<file path="src/rtl/ee_burst_pkg.sv">
package ee_burst_pkg;

    localparam int SEL_W   = 3;
    localparam logic [SEL_W-1:0] SEL_CTRL  = 3'd0;
    localparam logic [SEL_W-1:0] SEL_ADDR  = 3'd1;
    localparam logic [SEL_W-1:0] SEL_DATA  = 3'd2;
    localparam logic [SEL_W-1:0] SEL_BASE  = 3'd3;
    localparam logic [SEL_W-1:0] SEL_BURST = 3'd4;

    localparam int BYTE_W = 8;
    localparam int OFS_W  = 16;
    localparam int LOW_W  = OFS_W - 1;

    typedef enum logic [2:0] {
        ST_IDLE   = 3'd0,
        ST_SINGLE = 3'd1,
        ST_HI     = 3'd2,
        ST_LO     = 3'd3,
        ST_DAT    = 3'd4
    } seq_state_e;

endpackage

</file>
<file path="src/rtl/ee_host_regs.sv">
module ee_host_regs
    import ee_burst_pkg::*;
#(
    parameter int ADDR_W = 16,
    parameter int BASE_W = 9,
    parameter int HOST_W = 32
) (
    input  logic              clk,
    input  logic              rst_n,
    input  logic              wr_en,
    input  logic [SEL_W-1:0]  wr_sel,
    input  logic [HOST_W-1:0] wr_data,
    input  logic              busy,
    input  logic              load_en,
    input  logic [BYTE_W-1:0] load_byte,
    output logic [ADDR_W-1:0] addr_q,
    output logic [BYTE_W-1:0] data_q,
    output logic [BASE_W-1:0] base_q,
    output logic              go_rd,
    output logic              go_wr,
    output logic              go_burst
);

    typedef struct packed {
        logic [ADDR_W-1:0] addr;
        logic [BYTE_W-1:0] data;
        logic [BASE_W-1:0] base;
    } regs_t;

    regs_t r_d, r_q;

    always_comb begin
        r_d      = r_q;
        go_rd    = 1'b0;
        go_wr    = 1'b0;
        go_burst = 1'b0;
        if (wr_en) begin
            case (wr_sel)
                SEL_CTRL: begin
                    go_rd = !busy && wr_data[0];
                    go_wr = !busy && !wr_data[0] && wr_data[1];
                end
                SEL_ADDR:  r_d.addr = wr_data[ADDR_W-1:0];
                SEL_DATA:  r_d.data = wr_data[BYTE_W-1:0];
                SEL_BASE:  r_d.base = wr_data[BASE_W-1:0];
                SEL_BURST: go_burst = !busy && wr_data[0];
                default: ;
            endcase
        end
        if (load_en) begin
            r_d.data = load_byte;
        end
    end

    always_ff @(posedge clk or negedge rst_n) begin
        if (!rst_n) begin
            r_q <= '0;
        end else begin
            r_q <= r_d;
        end
    end

    assign addr_q = r_q.addr;
    assign data_q = r_q.data;
    assign base_q = r_q.base;

    // a completed read lands in the data register
    p_data_load_r2: assert property (@(posedge clk) disable iff (!rst_n)
        load_en |=> (data_q == $past(load_byte)));

endmodule

</file>
<file path="src/rtl/ee_access_seq.sv">
module ee_access_seq
    import ee_burst_pkg::*;
#(
    parameter int ADDR_W = 16,
    parameter int BASE_W = 9
) (
    input  logic                    clk,
    input  logic                    rst_n,
    input  logic                    go_rd,
    input  logic                    go_wr,
    input  logic                    go_burst,
    input  logic [ADDR_W-1:0]       addr_in,
    input  logic [BYTE_W-1:0]       wbyte_in,
    input  logic [BASE_W-1:0]       base_in,
    input  logic                    ee_done,
    input  logic [BYTE_W-1:0]       ee_rdata,
    output logic                    busy,
    output logic                    rd_active,
    output logic                    wr_active,
    output logic                    burst_active,
    output logic                    ee_req,
    output logic                    ee_we,
    output logic [ADDR_W-1:0]       ee_addr,
    output logic [BYTE_W-1:0]       ee_wdata,
    output logic                    load_en,
    output logic [BYTE_W-1:0]       load_byte,
    output logic                    mem_we,
    output logic [BASE_W+LOW_W-1:0] mem_addr,
    output logic [BYTE_W-1:0]       mem_data
);

    localparam int MEM_AW = BASE_W + LOW_W;
    localparam logic [OFS_W-1:0] END_MARK = '1;

    typedef struct packed {
        seq_state_e        st;
        logic              is_wr;
        logic [ADDR_W-1:0] cur;
        logic [ADDR_W-1:0] nxt;
        logic [BYTE_W-1:0] wbyte;
        logic [BYTE_W-1:0] hi;
        logic [OFS_W-1:0]  ofs;
        logic              mwe;
        logic [MEM_AW-1:0] maddr;
        logic [BYTE_W-1:0] mdata;
    } seq_t;

    seq_t s_d, s_q;
    logic [ADDR_W-1:0] cur_inc;
    logic [OFS_W-1:0]  ofs_rx;

    assign cur_inc = s_q.cur + 1'b1;
    assign ofs_rx  = {s_q.hi, ee_rdata};

    always_comb begin
        s_d     = s_q;
        s_d.mwe = 1'b0;
        case (s_q.st)
            ST_IDLE: begin
                if (go_rd) begin
                    s_d.st    = ST_SINGLE;
                    s_d.is_wr = 1'b0;
                    s_d.cur   = addr_in;
                end else if (go_wr) begin
                    s_d.st    = ST_SINGLE;
                    s_d.is_wr = 1'b1;
                    s_d.cur   = addr_in;
                    s_d.wbyte = wbyte_in;
                end else if (go_burst) begin
                    s_d.st    = ST_HI;
                    s_d.is_wr = 1'b0;
                    s_d.cur   = s_q.nxt;
                end
            end
            ST_SINGLE: begin
                if (ee_done) begin
                    s_d.st  = ST_IDLE;
                    s_d.nxt = cur_inc;
                end
            end
            ST_HI: begin
                if (ee_done) begin
                    s_d.hi  = ee_rdata;
                    s_d.nxt = cur_inc;
                    s_d.cur = cur_inc;
                    s_d.st  = ST_LO;
                end
            end
            ST_LO: begin
                if (ee_done) begin
                    s_d.nxt = cur_inc;
                    s_d.cur = cur_inc;
                    if (ofs_rx == END_MARK) begin
                        s_d.st = ST_IDLE;
                    end else begin
                        s_d.ofs = ofs_rx;
                        s_d.st  = ST_DAT;
                    end
                end
            end
            ST_DAT: begin
                if (ee_done) begin
                    s_d.mwe   = 1'b1;
                    s_d.maddr = {base_in, s_q.ofs[LOW_W-1:0]};
                    s_d.mdata = ee_rdata;
                    s_d.nxt   = cur_inc;
                    s_d.cur   = cur_inc;
                    s_d.st    = ST_HI;
                end
            end
            default: s_d.st = ST_IDLE;
        endcase
    end

    always_ff @(posedge clk or negedge rst_n) begin
        if (!rst_n) begin
            s_q <= '0;
        end else begin
            s_q <= s_d;
        end
    end

    assign busy         = (s_q.st != ST_IDLE);
    assign rd_active    = (s_q.st == ST_SINGLE) && !s_q.is_wr;
    assign wr_active    = (s_q.st == ST_SINGLE) && s_q.is_wr;
    assign burst_active = (s_q.st == ST_HI) || (s_q.st == ST_LO) || (s_q.st == ST_DAT);
    assign ee_req       = busy;
    assign ee_we        = wr_active;
    assign ee_addr      = s_q.cur;
    assign ee_wdata     = s_q.wbyte;
    assign load_en      = rd_active && ee_done;
    assign load_byte    = ee_rdata;
    assign mem_we       = s_q.mwe;
    assign mem_addr     = s_q.maddr;
    assign mem_data     = s_q.mdata;

    // host requests cannot move the address of a pending access
    p_hold_addr_r5: assert property (@(posedge clk) disable iff (!rst_n)
        (busy && !ee_done) |=> $stable(ee_addr));

    // the pointer follows every completed access
    p_next_inc_r6: assert property (@(posedge clk) disable iff (!rst_n)
        (busy && ee_done) |=> (s_q.nxt == $past(ee_addr) + 1'b1));

    // a single access ends on its done pulse
    p_single_end_r2: assert property (@(posedge clk) disable iff (!rst_n)
        (s_q.st == ST_SINGLE && ee_done) |=> !busy);

    // the write flag only accompanies a pending request
    p_we_single_r11: assert property (@(posedge clk) disable iff (!rst_n)
        ee_we |-> (ee_req && !burst_active));

    // memory writes follow a data phase and return to the offset phase
    p_mem_from_dat_r9: assert property (@(posedge clk) disable iff (!rst_n)
        mem_we |-> (s_q.st == ST_HI && $past(s_q.st) == ST_DAT));

endmodule

</file>
<file path="src/rtl/ee_burst_loader.sv">
module ee_burst_loader
    import ee_burst_pkg::*;
#(
    parameter int ADDR_W = 16,
    parameter int BASE_W = 9,
    parameter int HOST_W = 32
) (
    input  logic                    clk,
    input  logic                    rst_n,
    input  logic                    host_wr_en,
    input  logic [SEL_W-1:0]        host_wr_sel,
    input  logic [HOST_W-1:0]       host_wr_data,
    input  logic [SEL_W-1:0]        host_rd_sel,
    output logic [HOST_W-1:0]       host_rd_data,
    output logic                    ee_req,
    output logic                    ee_we,
    output logic [ADDR_W-1:0]       ee_addr,
    output logic [BYTE_W-1:0]       ee_wdata,
    input  logic                    ee_done,
    input  logic [BYTE_W-1:0]       ee_rdata,
    output logic                    mem_we,
    output logic [BASE_W+LOW_W-1:0] mem_addr,
    output logic [BYTE_W-1:0]       mem_data
);

    logic [ADDR_W-1:0] addr_q;
    logic [BYTE_W-1:0] data_q;
    logic [BASE_W-1:0] base_q;
    logic go_rd, go_wr, go_burst;
    logic busy, rd_active, wr_active, burst_active;
    logic load_en;
    logic [BYTE_W-1:0] load_byte;

    ee_host_regs #(.ADDR_W(ADDR_W), .BASE_W(BASE_W), .HOST_W(HOST_W)) u_regs (
        .clk       (clk),
        .rst_n     (rst_n),
        .wr_en     (host_wr_en),
        .wr_sel    (host_wr_sel),
        .wr_data   (host_wr_data),
        .busy      (busy),
        .load_en   (load_en),
        .load_byte (load_byte),
        .addr_q    (addr_q),
        .data_q    (data_q),
        .base_q    (base_q),
        .go_rd     (go_rd),
        .go_wr     (go_wr),
        .go_burst  (go_burst)
    );

    ee_access_seq #(.ADDR_W(ADDR_W), .BASE_W(BASE_W)) u_seq (
        .clk          (clk),
        .rst_n        (rst_n),
        .go_rd        (go_rd),
        .go_wr        (go_wr),
        .go_burst     (go_burst),
        .addr_in      (addr_q),
        .wbyte_in     (data_q),
        .base_in      (base_q),
        .ee_done      (ee_done),
        .ee_rdata     (ee_rdata),
        .busy         (busy),
        .rd_active    (rd_active),
        .wr_active    (wr_active),
        .burst_active (burst_active),
        .ee_req       (ee_req),
        .ee_we        (ee_we),
        .ee_addr      (ee_addr),
        .ee_wdata     (ee_wdata),
        .load_en      (load_en),
        .load_byte    (load_byte),
        .mem_we       (mem_we),
        .mem_addr     (mem_addr),
        .mem_data     (mem_data)
    );

    always_comb begin
        host_rd_data = '0;
        case (host_rd_sel)
            SEL_CTRL:  host_rd_data[2:0]        = {busy, wr_active, rd_active};
            SEL_ADDR:  host_rd_data[ADDR_W-1:0] = addr_q;
            SEL_DATA:  host_rd_data[BYTE_W-1:0] = data_q;
            SEL_BASE:  host_rd_data[BASE_W-1:0] = base_q;
            SEL_BURST: host_rd_data[0]          = burst_active;
            default: ;
        endcase
    end

    // memory address upper bits come from the base register
    p_mem_base_r10: assert property (@(posedge clk) disable iff (!rst_n)
        (mem_we && $stable(base_q)) |-> (mem_addr[BASE_W+LOW_W-1:LOW_W] == base_q));

endmodule

</file>
<file path="config.mk">
export PLATFORM = sky130hd
export DESIGN_NAME = ee_burst_loader
export DESIGN_NICKNAME = d
export VERILOG_FILES = /design/src/rtl/ee_burst_pkg.sv /design/src/rtl/ee_host_regs.sv /design/src/rtl/ee_access_seq.sv /design/src/rtl/ee_burst_loader.sv
export SDC_FILE = /design/constraint.sdc
export NUM_CORES = 1
export LEC_CHECK = 0
export BUFFER_PORTS_ARGS = -buffer_cell sky130_fd_sc_hd__clkbuf_2
export CAP_MARGIN = 20
export CORE_MARGIN = 2
export CORE_UTILIZATION = 45
export CTS_CLUSTER_SIZE = 10
export DETAILED_ROUTE_END_ITERATION = 8
export PLACE_DENSITY = 0.74
export SLEW_MARGIN = 30
export SYNTH_ARGS = -nofsm -noshare
export SYNTH_HDL_FRONTEND = slang
export SYNTH_SLANG_ARGS = --single-unit
</file>
<file path="constraint.sdc">
create_clock -name clk -period 2 [get_ports clk]
set_input_delay 0.1 -clock clk [delete_from_list [all_inputs] [get_ports clk]]
set_output_delay 0.1 -clock clk [all_outputs]
set_load 0.02 [all_outputs]
</file>
==> results, run 1 <==
- Of all nets on the critical path, the largest fanout is 7.
- Setup slack on the worst reg-to-reg path comes out at -0.02 ns.
- The number of cells traversed by the worst register-to-register path is 5.
- The critical path in this run is classified as reg -> out.
- Clock skew on the completed layout was measured at 0.0113 ns.
- In this run the number of cells on the critical path is 5.
- The die covers 16,200 µm².
- The diode insertion count for antenna repair is 0.
- The worst flop-to-flop path endpoint is u_seq.ee_wdata[2]$_DFFE_PN0P_.
- The number of placed instances with taps included is between 800 and 900.
- In this run the critical register-to-register path is launched from u_seq.s_q[99]$_DFFE_PN0P_.
- The shortest period the worst path allows is 2.08 ns.
- The clock transition at the register clock pins on the worst setup and hold paths after CTS is 0.06 ns.
- The number of placed I/O pins is approximately 140.
- Setup repair after global routing could not meet its margin everywhere.
- The total leakage power is 3.87 nW.
- Compared with the post-synthesis result, the final layout area differs by 20.1%.
- The fraction of layout instances using a drive strength above 1 is a little over two fifths.
- The worst hold path class is in -> reg.
- Summed over all layers, the routed wires come to 16.3 mm.
- The flow ran to the end, but the final reports show violations.
- The maximum number of pins on one net before global-route repair is 73.
- The final number of max-transition violations came to 0.
- The average wire length per cell after detail routing is 18.0 µm.
- At the worst endpoint, the arrival time is 1.98 ns.
- Detailed placement finished with a half-perimeter wire length of about 11 mm.
- For this run, design rule violations remaining after detail routing come to 0.
- The mean cell area of the mapped netlist is around 11 µm².
- In the routed layout, each cell is associated on average with a via count of 5.36.
- The Yosys step of the flow raised 0 warnings.
- Cell internal power was estimated by the tool at 7.59 mW.
- The critical path goes through nor3_4, inv_2, mux4_2, nor2b_4, buf_6.
- The detailed router placed about 4.8k vias in this run.
- Max-cap violations in this run came to 0.
- The number of H-tree levels is 4.
- Dividing total power by cell area gives a power density of 1450 nW/µm².
- The largest single stage delay on the critical path is about 0.5 ns.
- The critical path endpoint category is a primary output.
- Port buffering added approximately 110 buffers.
- In the synthesized netlist the dominant register cell turns out to be sky130_fd_sc_hd__dfrtp_1.
- The flop and latch count out of synthesis is 133.
- The mapped netlist covers 6830 µm².
- The dominant delay contributor by cell family on the critical path is multiplexers.
- The die is approximately 130 µm tall.
- The final setup slack of the worst path is -0.0777 ns.
- Before antenna repair, the detailed router went through 5 iterations.
- The later pin in the worst-skew pair is clocked with a latency of 0.41 ns.
- The final estimated routing congestion in global placement is 0.849.
- The number of synthesized flops with an enable pin is 0.
- In this run, the number of DRC markers left after iteration 0 of detailed routing was 291.
- The worst slack at placement is 0.0762 ns.
- The sequential group share of total power is 37.9%.
- The combined global-route utilization of all metal layers is 20.5%.
- The buffer and inverter count on the worst path is 2.
- The net switching fraction of the power is 36.2%.
- The net count of the finished layout is 753.
- In this run, CTS created clock tree buffers numbering 17.
- The checks that failed: negative setup slack.
- The overall power of the completed layout is 11.9 mW.
- The share of synthesized area occupied by flip-flops and latches is 48.7%.
- For this design the total switching power over the nets is 4.30 mW.
- For the pin with the worst max-slew slack, the measured transition is 0.526 ns.
- The final global-route overflow total is 0.
- The critical path startpoint category is a flop.
- The number of standard cells after synthesis is 595.
- The root buffer cell chosen for the clock tree is sky130_fd_sc_hd__clkbuf_16.
- The initial core utilization is 45.5%.
- The global-route wire length before repair is 25.7 mm.
- The core footprint is about 15,000 µm².
- The number of hold violations in the final report came to 0.
- The initial antenna violation count is 0.
- The worst setup path endpoint is host_rd_data[2].
- The number of core rows is 45.
- Fill cells in the final layout number 1,223.
- In this run the tightest slew margin relative to its limit is 64.8%.
- The fmax is around 0.48 GHz.
- The remaining number of nets flagged by the antenna check after routing is 0.
- The longest clock path from root to sink contains 2 buffers.
- VDD sags by at most 0.000844 V.
- The TritonCTS clock tree is built.
- The via count of the first global-routing pass came to 4,942.
- The proportion of power drawn by combinational gates is 36.2%.
- The worst setup path startpoint is u_seq.s_q[99]$_DFFE_PN0P_.
- The slowest stage of the critical path is the sky130_fd_sc_hd__mux4_2 cell.
- For the worst setup path, the data required time is 1.90 ns.
- The final cell count without fillers is roughly 900.
- In this run, distinct cell masters in the synthesized netlist total 62.
- The async set-or-reset flop fraction in the synthesized netlist is 100%.
- The horizontal die dimension is 127 µm.
- The clock share of power is 25.8%.
- Setup violations remaining at the end of the flow were counted as 7.
- The worst path uses 104% of the clock period.
- The total clock sinks is 133.
==> what timing repair did <==
action / in CTS / in global routing
hold buffers: 20 / 0
gates cloned: 0 / 1
setup buffers: 6 / 2
endpoints found under the hold margin: 62 / 0
resized for setup: 14 / 9
setup endpoints to repair: 3 / 20
pin swaps: 4 / 3
==> power groups by stage <==
| stage | Combinational (mW) | Sequential, mW | Clock [mW] |
|---|---|---|---|
| floorplan | 3.47 | 4.27 | 0 |
| global placement | 3.97 | 4.45 | 0 |
| detailed placement | 4.09 | 4.53 | 0 |
| CTS | 4.27 | 4.51 | 3.12 |
| global route | 4.68 | 4.65 | 3.24 |
| finish | 4.31 | 4.51 | 3.07 |
==> synthesized netlist by cell type (all sizes together), types with 2 or more instances <==
cell type | count | share of area, %
a21oi | 15 | 1.1
a221o | 3 | 0.44
a221oi | 5 | 0.64
a22oi | 7 | 0.77
a31oi | 5 | 0.46
and2 | 7 | 0.64
and3 | 7 | 0.64
buf | 89 | 9.7
clkbuf | 9 | 0.49
dfrtp | 133 | 49
inv | 7 | 0.38
mux2 | 93 | 16
mux2i | 19 | 2.8
mux4 | 2 | 0.66
nand2 | 53 | 3.0
nand2b | 6 | 0.66
nand3 | 8 | 0.59
nand4 | 7 | 0.64
nor2 | 25 | 1.7
nor2b | 6 | 0.66
nor3 | 6 | 0.92
nor3b | 2 | 0.22
nor4 | 4 | 0.64
nor4b | 2 | 0.26
o21ai | 37 | 2.7
o21bai | 2 | 0.22
o31ai | 2 | 0.22
xnor2 | 12 | 1.5
xor2 | 2 | 0.26
==> state kept, by name, indices dropped and copies added, names as in the netlist <==
name / flops
u_seq.mem_addr: 24
u_seq.s_q: 35
u_regs.data_q: 8
u_regs.base_q: 9
u_regs.addr_q: 16
u_seq.mem_data: 8
u_seq.ee_wdata: 8
u_seq.mem_we: 1
u_seq.ee_addr: 16
u_seq.ofs_rx: 8
==> cells by family (layout without fill, tap and decap cells) <==
| family | Yosys count | after routing | share of synthesized area (%) |
|---|---|---|---|
| buf+inv | 105 | 209 | 10.5 |
| flops | 133 | 133 | 48.7 |
| other cells | 1 | 16 | 0.0549 |
| compound gates | 86 | 86 | 7.86 |
| mux | 114 | 114 | 19.2 |
| xor+xnor | 14 | 14 | 1.79 |
| simple gates | 141 | 142 | 11.6 |
| fa+ha+maj | 1 | 1 | 0.183 |
==> worst min path at each step <==
stage,start,to,slack [ns],depth (start not counted)
floorplan,rst_n,u_regs.addr_q[0]$_DFFE_PN0P_,-0.20,0
global placement,rst_n,u_regs.addr_q[10]$_DFFE_PN0P_,0.07,1
detailed placement,rst_n,u_regs.addr_q[10]$_DFFE_PN0P_,0.07,1
CTS,ee_rdata[5],u_regs.data_q[5]$_DFFE_PN0P_,0.01,3
global route,ee_rdata[5],u_seq.s_q[38]$_DFFE_PN0P_,0.03,2
finish,ee_rdata[5],u_regs.data_q[5]$_DFFE_PN0P_,0.02,3
==> cell type report <==
type / instances / area, µm² / share of cell area, %
multi-input cells: 373 / 2900 / 35.3
inverters: 7 / 28.8 / 0.351
well taps: 188 / 235 / 2.87
flip-flops and latches: 133 / 3330 / 40.6
repair buffers: 170 / 1120 / 13.7
clock inverters: 11 / 126 / 1.54
clock buffers: 21 / 460 / 5.61
==> stage by stage <==
stage	instance area, µm²	setup TNS [ns]	hold slack (ns)	util, %
floorplan	6900	0	-0.196	-
global placement	7260	0	0.0696	48.3
detailed placement	7260	0	0.0714	48.3
CTS	8140	-0.157	0.0107	54.2
global route	8200	-0.487	0.0252	54.6
finish	8200	-0.178	0.0248	54.6
==> worst reg2reg max path, cell delays in order, from the launching register on <==
cell	delay, ns
sky130_fd_sc_hd__dfrtp_2	0.47
sky130_fd_sc_hd__nor3_4	0.24
sky130_fd_sc_hd__buf_4	0.17
sky130_fd_sc_hd__nand2_1	0.08
sky130_fd_sc_hd__or4_4	0.60
sky130_fd_sc_hd__mux2_4	0.34
==> metal layers <==
metal | track usage (%) | wire length, µm
met5 | 0 | 0
met1 | 24.5 | 6610
met3 | 6.32 | 1080
met4 | 7.63 | 206
met2 | 34.8 | 8400
==> cell usage in the layout, fill, tap and decap left out, types with 12 or more instances in the layout <==
master | Yosys | final
sky130_fd_sc_hd__nand2_1 | 52 | 52
sky130_fd_sc_hd__dfrtp_1 | 133 | 130
sky130_fd_sc_hd__dlygate4sd3_1 | 0 | 20
sky130_fd_sc_hd__buf_4 | 74 | 38
sky130_fd_sc_hd__mux2_2 | 85 | 85
sky130_fd_sc_hd__clkbuf_2 | 0 | 104
sky130_fd_sc_hd__o21ai_0 | 35 | 35
sky130_fd_sc_hd__nor2_1 | 22 | 22
sky130_fd_sc_hd__clkbuf_16 | 0 | 17
sky130_fd_sc_hd__mux2i_1 | 19 | 19
sky130_fd_sc_hd__xnor2_1 | 12 | 12
sky130_fd_sc_hd__conb_1 | 1 | 16
sky130_fd_sc_hd__a21oi_1 | 15 | 15
Power figures use the tool's default switching activity.
==> run 2, diff against run 1 <==
- CAP_MARGIN: 20 -> 5
- TNS_END_PERCENT: unset -> 50
==> run 2 against run 1 <==
Effect of this change:
- the flow still finishes with violations (negative setup slack)
- final cell count down 0.11%
- clock power hardly changed
- non-clock buffer count did not move
- first-iteration DRC count is 14% lower
- setup slack lost 0.010 ns
- sequential share of layout area increased by 0.11 points
==> results, run 2 (same netlist as run 1, synthesis figures left out) <==
- The worst slack at placement is 0.0762 ns (unchanged).
- The data required time of the critical path came to 1.90 ns (about the same).
- The number of hold violations in the final report is 0 (unchanged).
- The internal portion of total power is 7.58 mW (-0.20%).
- The HPWL after detailed placement was 11.4 mm (unchanged).
- The horizontal die dimension came to 127 µm (unchanged).
- Leaving out fill and tap cells, the most frequent cells in the layout are sky130_fd_sc_hd__dfrtp_1, sky130_fd_sc_hd__clkbuf_2, sky130_fd_sc_hd__mux2_2, sky130_fd_sc_hd__nand2_1, sky130_fd_sc_hd__buf_4.
- The height of the chip came to 127 µm (unchanged).
- The clock transition at the register clock pins on the worst setup and hold paths after CTS is 0.06 ns (about the same).
- The area growth from synthesis to layout is 19.7%.
- The critical path startpoint category is a flop.
- The global-route wire length before repair was 25.7 mm (about the same).
- The maximum fanout count along the critical path came to 5 (-2).
- The total clock sinks is 133 (unchanged).
- The switching power of the nets is 4.31 mW (+0.11%).
- The area enclosed by the die boundary is 16,200 µm² (unchanged).
- The maximum number of pins on one net before global-route repair is 73 (unchanged).
- The combined global-route utilization of all metal layers came to 20.4% (about the same).
- The number of H-tree levels is 4 (unchanged).
- Counting flops per register, the top entry is u_seq.s_q.
- The final number of max-transition violations is 0 (unchanged).
- The clock latency of the later-clocked register in the worst-skew pair is 0.42 ns (about the same).
- The fraction of layout instances using a drive strength above 1 is 42.3% (-0.22 points).
- The average wire length per cell after detail routing was 17.9 µm (-0.76%).
- The normalized max-slew margin was 65.1% (+0.26 points).
- The net switching fraction of the power is 36.2% (+0.072 points).
- The first-pass iteration count of the detailed router is 5 (unchanged).
- The total leakage power came to 3.86 nW (-0.20%).
- Setup repair after global routing could not meet its margin everywhere.
- The clock share of power is 25.9% (about the same).
- The shortest period the worst path allows is 2.09 ns (+0.0103 ns).
- The setup TNS after final layout is -0.177 ns (+0.000655 ns).
- The peak ir drop on the vdd network is 0.000860 V (+1.9%).
- The critical path in this run is classified as reg -> out.
- The via count of the first global-routing pass is 4,935 (-0.14%).
- The fmax is 0.479 GHz (-0.49%).
- The final count of negative-setup-slack endpoints came to 6 (-1).
- The number of core rows is 45 (unchanged).
- The total of buffers placed on input and output ports is 108 (unchanged).
- The number of design rule violations left after detail routing is 0 (unchanged).
- The remaining number of nets flagged by the antenna check after routing is 0 (unchanged).
- The final clock skew is 0.00765 ns (-0.00360 ns).
- The deepest clock path buffer count is 2 (unchanged).
- The final estimated routing congestion in global placement is 0.849 (unchanged).
- The part of the cycle the worst path needs is 104% (+0.52 points).
- The sequential group share of total power came to 38.0% (about the same).
- The worst setup path is captured at a primary output.
- The library cell used most frequently in the layout, excluding fill and tap cells, is sky130_fd_sc_hd__dfrtp_1.
- TritonCTS built the clock tree.
- The final global-route overflow total is 0 (unchanged).
- The net count of the finished layout came to 752 (-0.13%).
- The number of placed I/O pins is 141 (unchanged).
- The worst hold path belongs to the class in -> reg.
- The initial core utilization is 45.5% (unchanged).
- The flip-flop count of the largest register after layout is 35 (unchanged).
- The core footprint is 15,000 µm² (unchanged).
- The final setup slack of the worst path was -0.0880 ns (-0.0103 ns).
- The initial antenna violation count came to 0 (unchanged).
- The diode insertion count for antenna repair is 0 (unchanged).
- The flow ran to the end, but the final reports show violations.
- The number of DRC violations after detailed-routing iteration 0 is 250 (-14%).
- The number of buffers created by CTS is 17 (unchanged).
- The overall via count from detail_route is 4,829 (-0.19%).
- In this run the clock root is driven by a sky130_fd_sc_hd__clkbuf_16.
- The final reports fail on negative setup slack.
- The proportion of power drawn by combinational gates was 36.1% (about the same).
- The total of max-cap violations is 0 (unchanged).
- The final routed wirelength across all metal layers was 16.2 mm (-0.87%).
- The slew at the pin closest to its max-slew limit is 0.523 ns (-0.00392 ns).
- The number of vias per cell is 5.35 (about the same).
- The worst endpoint data arrival time is 1.99 ns (about the same).
- The power density over cell area is 1450 nW/µm² (+0.18%).
## run 2: area by class of cell
type | instances | area (µm²)
fillers | 1225 | 6850
flip-flops and latches | 133 | 3330
multi-input cells | 372 | 2880
repair buffers | 170 | 1120
clock buffers | 21 | 460
well taps | 188 | 235
clock inverters | 11 | 126
inverters | 7 | 28.8
## run 2: layer usage
metal	track usage (%)	vias to the layer above	wire (µm)
met1	24.5	2419	6640
met2	34.9	157	8180
li1	-	2230	-
met4	7.50	0	335
met3	6.32	23	995
met5	0	-	0
## run 2: repair_timing
action | in CTS | in global routing
setup buffers | 5 | 3
resized for setup | 14 | 6
endpoints found under the hold margin | 62 | 0
pin swaps | 4 | 3
hold buffers | 20 | 0
setup endpoints to repair | 3 | 20
## run 2: worst paths after layout
check	startpoint	endpoint	slack, ns	cells past startpoint
setup / recovery	u_seq.s_q[100]$_DFFE_PN0P_	host_rd_data[2]	-0.09	5
hold / removal	ee_rdata[5]	u_regs.data_q[5]$_DFFE_PN0P_	0.02	3
setup reg to reg	u_seq.s_q[100]$_DFFE_PN0P_	u_seq.ee_wdata[4]$_DFFE_PN0P_	-0.01	5
hold reg to reg	u_seq.s_q[76]$_DFFE_PN0P_	u_seq.s_q[76]$_DFFE_PN0P_	0.48	2
max in group asynchronous	rst_n	u_seq.s_q[98]$_DFFE_PN0P_	1.07	3
min in group asynchronous	rst_n	u_regs.base_q[8]$_DFFE_PN0P_	0.18	2
## run 2: critical path, stage by stage (launching register included)
cell                      delay, ns
sky130_fd_sc_hd__dfrtp_2       0.46
sky130_fd_sc_hd__nor3_4        0.24
sky130_fd_sc_hd__inv_2         0.07
sky130_fd_sc_hd__mux4_2        0.49
sky130_fd_sc_hd__nor2b_1       0.15
sky130_fd_sc_hd__buf_4         0.16
## run 2: per-stage QoR
step	cell area (µm²)	utilization, %	power (mW)	hold slack [ns]	std cells
after detailed placement	7260	48.3	8.61	0.0714	842
after global placement	7260	48.3	8.42	0.0696	842
after floorplan	6900	-	7.74	-0.196	610
after CTS	8140	54.1	11.9	0.0107	899
final	8180	54.4	11.9	0.0166	902
after global routing	8180	54.4	12.5	0.0252	902
## run 2: power groups by stage
stage,Sequential [mW],Clock [mW],Combinational (mW)
3_5_place_dp,4.53,0,4.09
5_1_grt,4.65,3.24,4.66
3_3_place_gp,4.45,0,3.97
2_1_floorplan,4.27,0,3.47
4_1_cts,4.51,3.12,4.26
6_report,4.51,3.08,4.29
